<file path="src/rtl/mmv_pkg.sv">
package mmv_pkg;

    localparam int unsigned MV_CFG_W = 32;

    typedef enum logic [2:0] {
        MV_HOLD,
        MV_SEND,
        MV_WAIT,
        MV_PASS,
        MV_FAIL,
        MV_BYPASS,
        MV_BADCFG
    } mv_state_e;

    typedef struct packed {
        logic verified;
        logic vfy_failed;
        logic resp_err;
        logic vfy_err;
    } mv_status_t;

    // A timeout is usable when nonzero and it fits a counter of w bits.
    function automatic logic mv_timeout_fits(input logic [MV_CFG_W-1:0] t,
                                             input int unsigned w);
        logic [MV_CFG_W-1:0] hi;
        hi = (w >= MV_CFG_W) ? '0 : (t >> w);
        return (t != '0) && (hi == '0);
    endfunction

endpackage

</file>
<file path="src/rtl/mmv_timer.sv">
module mmv_timer #(
    parameter int unsigned W = 24
) (
    input  logic         clk,
    input  logic         rst,
    input  logic         load,
    input  logic [W-1:0] load_val,
    input  logic         run,
    output logic         expire
);
    logic [W-1:0] cnt_q;

    always_ff @(posedge clk) begin
        if (rst) begin
            cnt_q <= '0;
        end else if (load) begin
            cnt_q <= load_val;
        end else if (run && (cnt_q != '0)) begin
            cnt_q <= cnt_q - W'(1);
        end
    end

    assign expire = run && (cnt_q == W'(1));

    // The sequencer only runs the timer after loading a nonzero interval.
    assert_no_underflow_R3: assert property (@(posedge clk) disable iff (rst)
        run |-> (cnt_q != '0));

endmodule

</file>
<file path="src/rtl/mmv_responder.sv">
module mmv_responder (
    input  logic clk,
    input  logic rst,
    input  logic enable,
    input  logic rx_verify,
    output logic tx_respond
);
    logic resp_q;

    always_ff @(posedge clk) begin
        if (rst) begin
            resp_q <= 1'b0;
        end else begin
            resp_q <= enable && rx_verify;
        end
    end

    assign tx_respond = resp_q;

endmodule

</file>
<file path="src/rtl/mmv_fsm.sv">
module mmv_fsm
    import mmv_pkg::*;
#(
    parameter int unsigned TMO_W = 24,
    parameter int unsigned TRIES = 3
) (
    input  logic                 clk,
    input  logic                 rst,
    input  logic                 link_fail,
    input  logic                 verify_off,
    input  logic [MV_CFG_W-1:0]  timeout,
    input  logic                 rx_respond,
    input  logic                 expire,
    output logic                 tmr_load,
    output logic [TMO_W-1:0]     tmr_val,
    output logic                 tmr_run,
    output logic                 send_verify,
    output logic                 in_hold,
    output logic                 mask_open,
    output mv_status_t           status
);
    localparam int unsigned TRY_W = $clog2(TRIES + 1);

    mv_state_e        state_q;
    logic [TRY_W-1:0] tries_q;
    logic [TMO_W-1:0] tmo_q;
    logic             resp_err_q;
    logic             cfg_ok;

    assign cfg_ok = mv_timeout_fits(timeout, TMO_W);

    always_ff @(posedge clk) begin
        if (rst || link_fail) begin
            state_q    <= MV_HOLD;
            tries_q    <= '0;
            tmo_q      <= '0;
            resp_err_q <= 1'b0;
        end else begin
            case (state_q)
                MV_HOLD: begin
                    if (verify_off) begin
                        state_q <= MV_BYPASS;
                    end else if (!cfg_ok) begin
                        state_q <= MV_BADCFG;
                    end else begin
                        tmo_q   <= timeout[TMO_W-1:0];
                        state_q <= MV_SEND;
                    end
                end
                MV_SEND: begin
                    tries_q <= tries_q + TRY_W'(1);
                    state_q <= MV_WAIT;
                end
                MV_WAIT: begin
                    if (rx_respond) begin
                        state_q <= MV_PASS;
                    end else if (expire) begin
                        state_q <= (tries_q == TRY_W'(TRIES)) ? MV_FAIL : MV_SEND;
                    end
                end
                default: ;
            endcase
            if (rx_respond && (state_q != MV_WAIT) && (state_q != MV_HOLD)) begin
                resp_err_q <= 1'b1;
            end
        end
    end

    assign tmr_load    = (state_q == MV_SEND);
    assign tmr_val     = tmo_q;
    assign tmr_run     = (state_q == MV_WAIT);
    assign send_verify = (state_q == MV_SEND);
    assign in_hold     = (state_q == MV_HOLD);
    assign mask_open   = (state_q == MV_PASS) || (state_q == MV_BYPASS);

    assign status.verified   = (state_q == MV_PASS);
    assign status.vfy_failed = (state_q == MV_FAIL);
    assign status.resp_err   = resp_err_q;
    assign status.vfy_err    = (state_q == MV_BADCFG);

    assert_strobe_width_R2: assert property (@(posedge clk) disable iff (rst)
        send_verify |=> !send_verify);

    assert_fail_after_wait_R4: assert property (@(posedge clk) disable iff (rst)
        $rose(status.vfy_failed) |-> $past(tmr_run) && $past(expire));

    assert_pass_needs_resp_R5: assert property (@(posedge clk) disable iff (rst)
        $rose(status.verified) |-> $past(rx_respond) && $past(tmr_run));

endmodule

</file>
<file path="src/rtl/mac_merge_verify.sv">
module mac_merge_verify
    import mmv_pkg::*;
#(
    parameter int unsigned TMO_W  = 24,
    parameter int unsigned MASK_W = 8,
    parameter int unsigned TRIES  = 3
) (
    input  logic                 clk,
    input  logic                 rst,
    input  logic                 link_fail_i,
    input  logic                 verify_off_i,
    input  logic [MASK_W-1:0]    pmask_req_i,
    input  logic [MV_CFG_W-1:0]  timeout_i,
    input  logic                 rx_verify_i,
    input  logic                 rx_respond_i,
    output logic                 st_verified_o,
    output logic                 st_vfy_failed_o,
    output logic                 st_resp_err_o,
    output logic                 st_vfy_err_o,
    output logic                 tx_verify_o,
    output logic                 tx_respond_o,
    output logic [MASK_W-1:0]    pmask_o
);
    logic             tmr_load;
    logic [TMO_W-1:0] tmr_val;
    logic             tmr_run;
    logic             tmr_expire;
    logic             in_hold;
    logic             mask_open;
    mv_status_t       status;

    mmv_fsm #(.TMO_W(TMO_W), .TRIES(TRIES)) u_fsm (
        .clk         (clk),
        .rst         (rst),
        .link_fail   (link_fail_i),
        .verify_off  (verify_off_i),
        .timeout     (timeout_i),
        .rx_respond  (rx_respond_i),
        .expire      (tmr_expire),
        .tmr_load    (tmr_load),
        .tmr_val     (tmr_val),
        .tmr_run     (tmr_run),
        .send_verify (tx_verify_o),
        .in_hold     (in_hold),
        .mask_open   (mask_open),
        .status      (status)
    );

    mmv_timer #(.W(TMO_W)) u_timer (
        .clk      (clk),
        .rst      (rst),
        .load     (tmr_load),
        .load_val (tmr_val),
        .run      (tmr_run),
        .expire   (tmr_expire)
    );

    mmv_responder u_resp (
        .clk        (clk),
        .rst        (rst),
        .enable     (!in_hold),
        .rx_verify  (rx_verify_i),
        .tx_respond (tx_respond_o)
    );

    assign pmask_o         = mask_open ? pmask_req_i : '0;
    assign st_verified_o   = status.verified;
    assign st_vfy_failed_o = status.vfy_failed;
    assign st_resp_err_o   = status.resp_err;
    assign st_vfy_err_o    = status.vfy_err;

    assert_hold_clears_R1: assert property (@(posedge clk) disable iff (rst)
        link_fail_i |=> (!st_verified_o && !st_vfy_failed_o && !st_resp_err_o &&
                         !st_vfy_err_o && !tx_verify_o && (pmask_o == '0)));

    assert_mask_gated_R6: assert property (@(posedge clk) disable iff (rst)
        (pmask_o != '0) |-> (st_verified_o || verify_off_i));

    assert_respond_cause_R9: assert property (@(posedge clk) disable iff (rst)
        tx_respond_o |-> ($past(rx_verify_i) && !$past(link_fail_i)));

    assert_flags_exclusive_R11: assert property (@(posedge clk) disable iff (rst)
        $countones({st_verified_o, st_vfy_failed_o, st_vfy_err_o}) <= 1);

endmodule

</file>
<file path="config.mk">
export PLATFORM = sky130hd
export DESIGN_NAME = mac_merge_verify
export DESIGN_NICKNAME = d
export VERILOG_FILES = /design/src/rtl/mmv_pkg.sv /design/src/rtl/mmv_timer.sv /design/src/rtl/mmv_responder.sv /design/src/rtl/mmv_fsm.sv /design/src/rtl/mac_merge_verify.sv
export SDC_FILE = /design/constraint.sdc
export NUM_CORES = 1
export LEC_CHECK = 0
export CORE_ASPECT_RATIO = 0.6
export CORE_UTILIZATION = 63
export DETAILED_ROUTE_END_ITERATION = 10
export DONT_BUFFER_PORTS = 1
export MAX_ROUTING_LAYER = met4
export PLACE_DENSITY_LB_ADDON = 0.08
export SETUP_SLACK_MARGIN = 0.02
export SYNTH_ARGS = -nofsm -noshare
export SYNTH_HDL_FRONTEND = slang
export SYNTH_SLANG_ARGS = --single-unit
</file>
<file path="constraint.sdc">
create_clock -name clk -period 2.5 [get_ports clk]
set_input_delay 0 -clock clk [delete_from_list [all_inputs] [get_ports clk]]
set_output_delay 0 -clock clk [all_outputs]
set_load 0.02 [all_outputs]
</file>
# Yosys cells after proc, flatten, opt, wreduce, memory -nomap -nowiden
# Index checks and enable logic that the tools add are counted.
# word_totals
regBits	55
output_inout_bits	14
wordCells	46
# op_classes
add_sub_neg	2
eq_ne	10
n_mux	9
n_bitwise	1
n_reduce_logical	18
# op_table
op	n
$mux 24	2
$logic_not 32->1	1
$reduce_bool 32->1	1
$eq 24x1->1 const B	1
$reduce_bool 24->1	1
$sub 24x1->24 const B	1
$mux 3	5
$eq 3x3->1 const B	3
$pmux 3 s3	1
$mux 8	1
$eq 3x2->1 const B	2
$logic_and 1x1->1	6
$reduce_bool 3->1	2
$eq 3x1->1 const B	1
$logic_not 3->1	1
$ne 3x2->1 const B	1
$ne 3x3->1 const B	1
$reduce_and 3->1	1
$add 2x1->2 const B	1
$eq 2x2->1 const B	1
$logic_or 1x1->1	2
$reduce_and 2->1	1
$reduce_bool 2->1	1
$logic_not 1->1	1
$not 1->1	1

# Depth between registers and ports, before layout
# depth
word_depth	5
mapped_depth	8
ltp_nobuf	6

# By module
# Synthesis repeated with hierarchy kept, for this count alone.
# unflattened
cells_unflattened	353
hier_area_um2	3091.7
# by_module_without_submodules
module	n_inst	cells_each	area_per_inst_um2
mmv_timer	1	176	1531.5
mmv_fsm	1	166	1477.7
mac_merge_verify	1	9	53.8
mmv_responder	1	2	28.8

# Least setup slack after synthesis
# No wires, ideal clock.
# synth_timing
path_kind	register to register
startpoint	register u_timer.cnt_q[14]
endpoint	register u_timer.cnt_q[14]
setup_ns	0.068
t_arrival_ns	1.774
t_required_ns	2.432
setup_slack_ns	0.659
path_stages_with_launch	7
n_path_buf	1
cell_sequence	dfxtp_1 nor4_2 nand4_2 o31ai_4 buf_6 o21ai_1 a21oi_2
# synth_between
elab_chain_cells	3
# synth_lines
item	line_no	text
start: declaration	mmv_timer.sv:11	logic [W-1:0] cnt_q;
start signal: assignment	mmv_timer.sv:17	cnt_q <= load_val;
start signal: assignment	mmv_timer.sv:19	cnt_q <= cnt_q - W'(1);
$sub 24x1->24 or $reduce_bool 24->1 (tied branches)	mmv_timer.sv:19, mmv_timer.sv:18	
$mux 24 or $logic_and 1x1->1 (tied branches)	mmv_timer.sv:18	end else if (run && (cnt_q != '0)) begin
$mux 24 or $reduce_bool 2->1 (tied branches)	n/a	
# Several ways; a longest one is shown, not always the timed one. The select of a mux whose other input is x is not followed.
# A chain may end at the register's enable or synchronous reset.

# Final worst setup path
# layout_timing
startpoint	register u_timer.cnt_q[8]
endpoint	register u_timer.cnt_q[19]
# The elaborated chain is that of the path after synthesis.

==> flow_summary_export.csv <==
group,metric,value,unit
worst_setup_path,reg2regPathDepth,5,
global_route,grt_pass1_wl,13.0,mm
logic_synthesis,avgSynthCellArea,8.09,um^2
global_route,overflow,0,
logic_synthesis,netlist_area,3060,um^2
clock_network,cts_tree,"done",
place,port_buffers,0,
die,ios,60,
routing,routed_wl,8.31,mm
pwr,ir_drop,599,uV
global_route,grt_max_degree,34,
global_route,grt_pass1_vias,2519,
logic_synthesis,synthCells,378,
layout,nets,445,
die,initial_core_util,0.663,
timing,grt_setup_unrepaired,"no",
routing,routed_via_density,6.37,
routing,vias,2935,
logic_synthesis,synth_edf_count,0,
die,rows,19,
worst_setup_path,crit_path_end_kind,"flop",
global_route,antenna_found_initial,1,
worst_setup_path,cp-start-kind,"flop",
timing,period_share,0.846,
place,routabilityCongestion,0.847,
die,die_y,56.0,um
pwr,power_leakage,1.45,nW
timing,period_needed,2110,ps
global_route,gr-usage-all-layers,0.335,
clock_network,cts_buffers,5,
timing,hold_viol,0,
routing,firstDrtPassIters,5,
timing,maxSlewHeadroom,0.219,
worst_setup_path,slowest_stage,"or4_1",
timing,max_freq,473,MHz
timing,fin_tns_setup,0,ps
worst_setup_path,crit_chain,"or4_1 > nor3_2 > nand2_1 > o32ai_1 > a211oi_1",
die,core_area,4610,um^2
clock_network,cts_resized,0,
logic_synthesis,ys_seq_area_frac,0.360,
timing,worstMarginPinSlew,1170,ps
layout,drive_above_1_share,0.106,
timing,fin_skew,6.28,ps
worst_setup_path,arrival,2270,ps
clock_network,cts.path.max_buffers,2,
worst_setup_path,critPathMaxStageDelay,610,ps
logic_synthesis,ys_seq_elements,55,
min_path,whs_path_depth,3,
pwr,p_per_area,1090,nW/um^2
clock_network,cts_sinks,55,
place,dp_hpwl,5.46,mm
logic_synthesis,yosysWarningCount,0,
logic_synthesis,yosys_most_used_dff,"dfxtp_1",
worst_setup_path,cp_num_cells,5,
logic_synthesis,yosys.cell_types.count,60,
clock_network,cts-root-buf,"clkbuf_8",
die,fp.dieArea,5150,um^2
routing,ant_nets,0,
logic_synthesis,ys_async_sr_fraction,0,
routing,drt-initial-drc-count,274,
worst_setup_path,path_max_fanout,8,
worst_setup_path,critPathBufInv,0,
layout,fin_util,0.753,
worst_setup_path,cp_top_family,"simple AND/OR/NAND/NOR gates",
run_status,status,"completed",
routing,drc,0,
timing,slew_viol_final,0,
worst_setup_path,crit_type,"reg -> reg",
clock_network,clkTransAtPathRegs,110,ps
worst_setup_path,worstPathRequired,2650,ps
min_path,hold_class,"in -> reg",
logic_synthesis,synthesis.nets,428,
routing,wl_per_cell,18.0,um
clock_network,clk-insertion-delay-late,310,ps
timing,setup_viol,0,
layout,areaGrowthSynthToFinish,13.5,%
die,die_w,92.0,um
clock_network,htreeDepth,2,
job,cap_violations,0,
[logic make-up after synthesis]
| logic type | after synthesis | synth area share |
|---|---|---|
| adder cells (fa/ha/maj) | 4 | 0.0164 |
| AO/OA/AOI/OAI | 107 | 0.234 |
| buffers and inverters | 35 | 0.0507 |
| multiplexers | 24 | 0.0785 |
| XOR/XNOR | 3 | 0.00859 |
| flip-flops | 55 | 0.360 |
| AND/OR/NAND/NOR | 150 | 0.252 |
[cell usage in the layout (no fill, tap or decap), drive strengths merged, types with 3 or more instances in the layout]
| cell type | instances |
|---|---|
| and2 | 4 |
| buf | 10 |
| nor2 | 40 |
| o31a | 3 |
| o32ai | 3 |
| nor3 | 11 |
| and3 | 10 |
| ha | 4 |
| clkbuf | 6 |
| dlygate4sd3 | 28 |
| o31ai | 7 |
| nor4 | 12 |
| inv | 7 |
| nand3 | 7 |
| o41ai | 5 |
| nor2b | 3 |
| o21ai | 23 |
| a21o | 4 |
| mux2i | 24 |
| dfxtp | 55 |
| a211oi | 3 |
| nand2 | 46 |
| nand4 | 4 |
| a31oi | 7 |
| and4 | 3 |
| a21oi | 38 |
[synth_stat cells (2+ instances only)]
master	count	share of area
dfxtp_1	55	0.36
nand2_1	46	0.056
nor2_1	40	0.049
a21oi_1	36	0.059
mux2i_1	24	0.079
clkbuf_1	19	0.023
o21ai_0	13	0.021
and3_1	10	0.020
nor3_1	10	0.016
nor4_1	9	0.018
a31oi_1	7	0.014
buf_2	7	0.011
nand3_1	7	0.011
inv_1	6	0.0074
o31ai_1	6	0.015
o21ai_1	5	0.0082
o21ai_2	5	0.014
o41ai_1	5	0.014
ha_1	4	0.016
a211oi_1	3	0.0074
a21o_2	3	0.0086
and2_1	3	0.0061
nand4_1	3	0.0061
nor2b_1	3	0.0061
o32ai_1	3	0.0086
a211o_1	2	0.0057
a21oi_2	2	0.0057
a32o_1	2	0.0065
a32oi_1	2	0.0057
and4_1	2	0.0057
buf_6	2	0.0074
nand2b_1	2	0.0041
nor4_4	2	0.014
o21a_1	2	0.0049
o31a_2	2	0.0065
xor2_1	2	0.0057
[flip-flops by register name, indices dropped and copies added (netlist names)]
register           flops
u_timer.cnt_q         24
u_fsm.resp_err_q       1
u_fsm.tries_q          2
u_fsm.tmr_val         24
u_fsm.state_q          3
u_resp.tx_respond      1
[worst paths after layout]
path / startpoint / endpoint / slack (ps)
hold reg to reg: u_fsm.tries_q[1]$_SDFFE_PP0P_ / u_fsm.tries_q[1]$_SDFFE_PP0P_ / 470
setup reg to reg: u_timer.cnt_q[8]$_SDFFE_PP0P_ / u_timer.cnt_q[19]$_SDFFE_PP0P_ / 390
hold / removal: rx_respond_i / u_fsm.state_q[2]$_SDFFE_PP0P_ / 30
setup / recovery: u_timer.cnt_q[8]$_SDFFE_PP0P_ / u_timer.cnt_q[19]$_SDFFE_PP0P_ / 390
[per-stage QoR]
step	std cells	power [mW]	setup slack, ps	hold slack, ps	area (um^2)
6_report	461	3.78	385	26.0	3470
5_1_grt	461	4.04	241	68.3	3470
4_1_cts	459	3.73	427	20.7	3470
3_5_place_dp	423	3.14	477	67.6	3080
3_3_place_gp	423	3.11	499	68.2	3080
2_1_floorplan	378	2.80	659	144	3060
[final cells by class]
class | instances | area [um^2]
Fill cell | 342 | 1140
Sequential cell | 55 | 1100
Multi-Input combinational cell | 288 | 1800
Inverter | 7 | 26.3
Clock inverter | 2 | 20.0
Timing Repair Buffer | 38 | 355
Antenna cell | 2 | 5.00
Tap cell | 63 | 78.8
Clock buffer | 6 | 82.6
[layer usage]
| metal | vias to the layer above | part of all wire | track usage |
|---|---|---|---|
| li1 | 1416 | - | - |
| met1 | 1344 | 0.48 | 0.503 |
| met2 | 168 | 0.40 | 0.442 |
| met3 | 7 | 0.11 | 0.0970 |
| met4 | 0 | 0.0061 | 0.0603 |
| met5 | - | 0 | - |
[tightest hold or removal path, stage by stage]
cell and delay [ps]:
nor2b_1 50, a21oi_1 160, a211oi_1 90
[power by group]
group,switching [mW],internal (mW)
registers,0.131,0.966
clock network,0.320,0.234
logic,1.26,0.863
total,1.72,2.06
[repair_timing]
| item | 4_1_cts | 5_1_grt |
|---|---|---|
| hold buffers | 28 | 0 |
| buffers inserted | 0 | 0 |
| endpoints found under the hold margin | 53 | 0 |
Power figures use the tool's default switching activity.
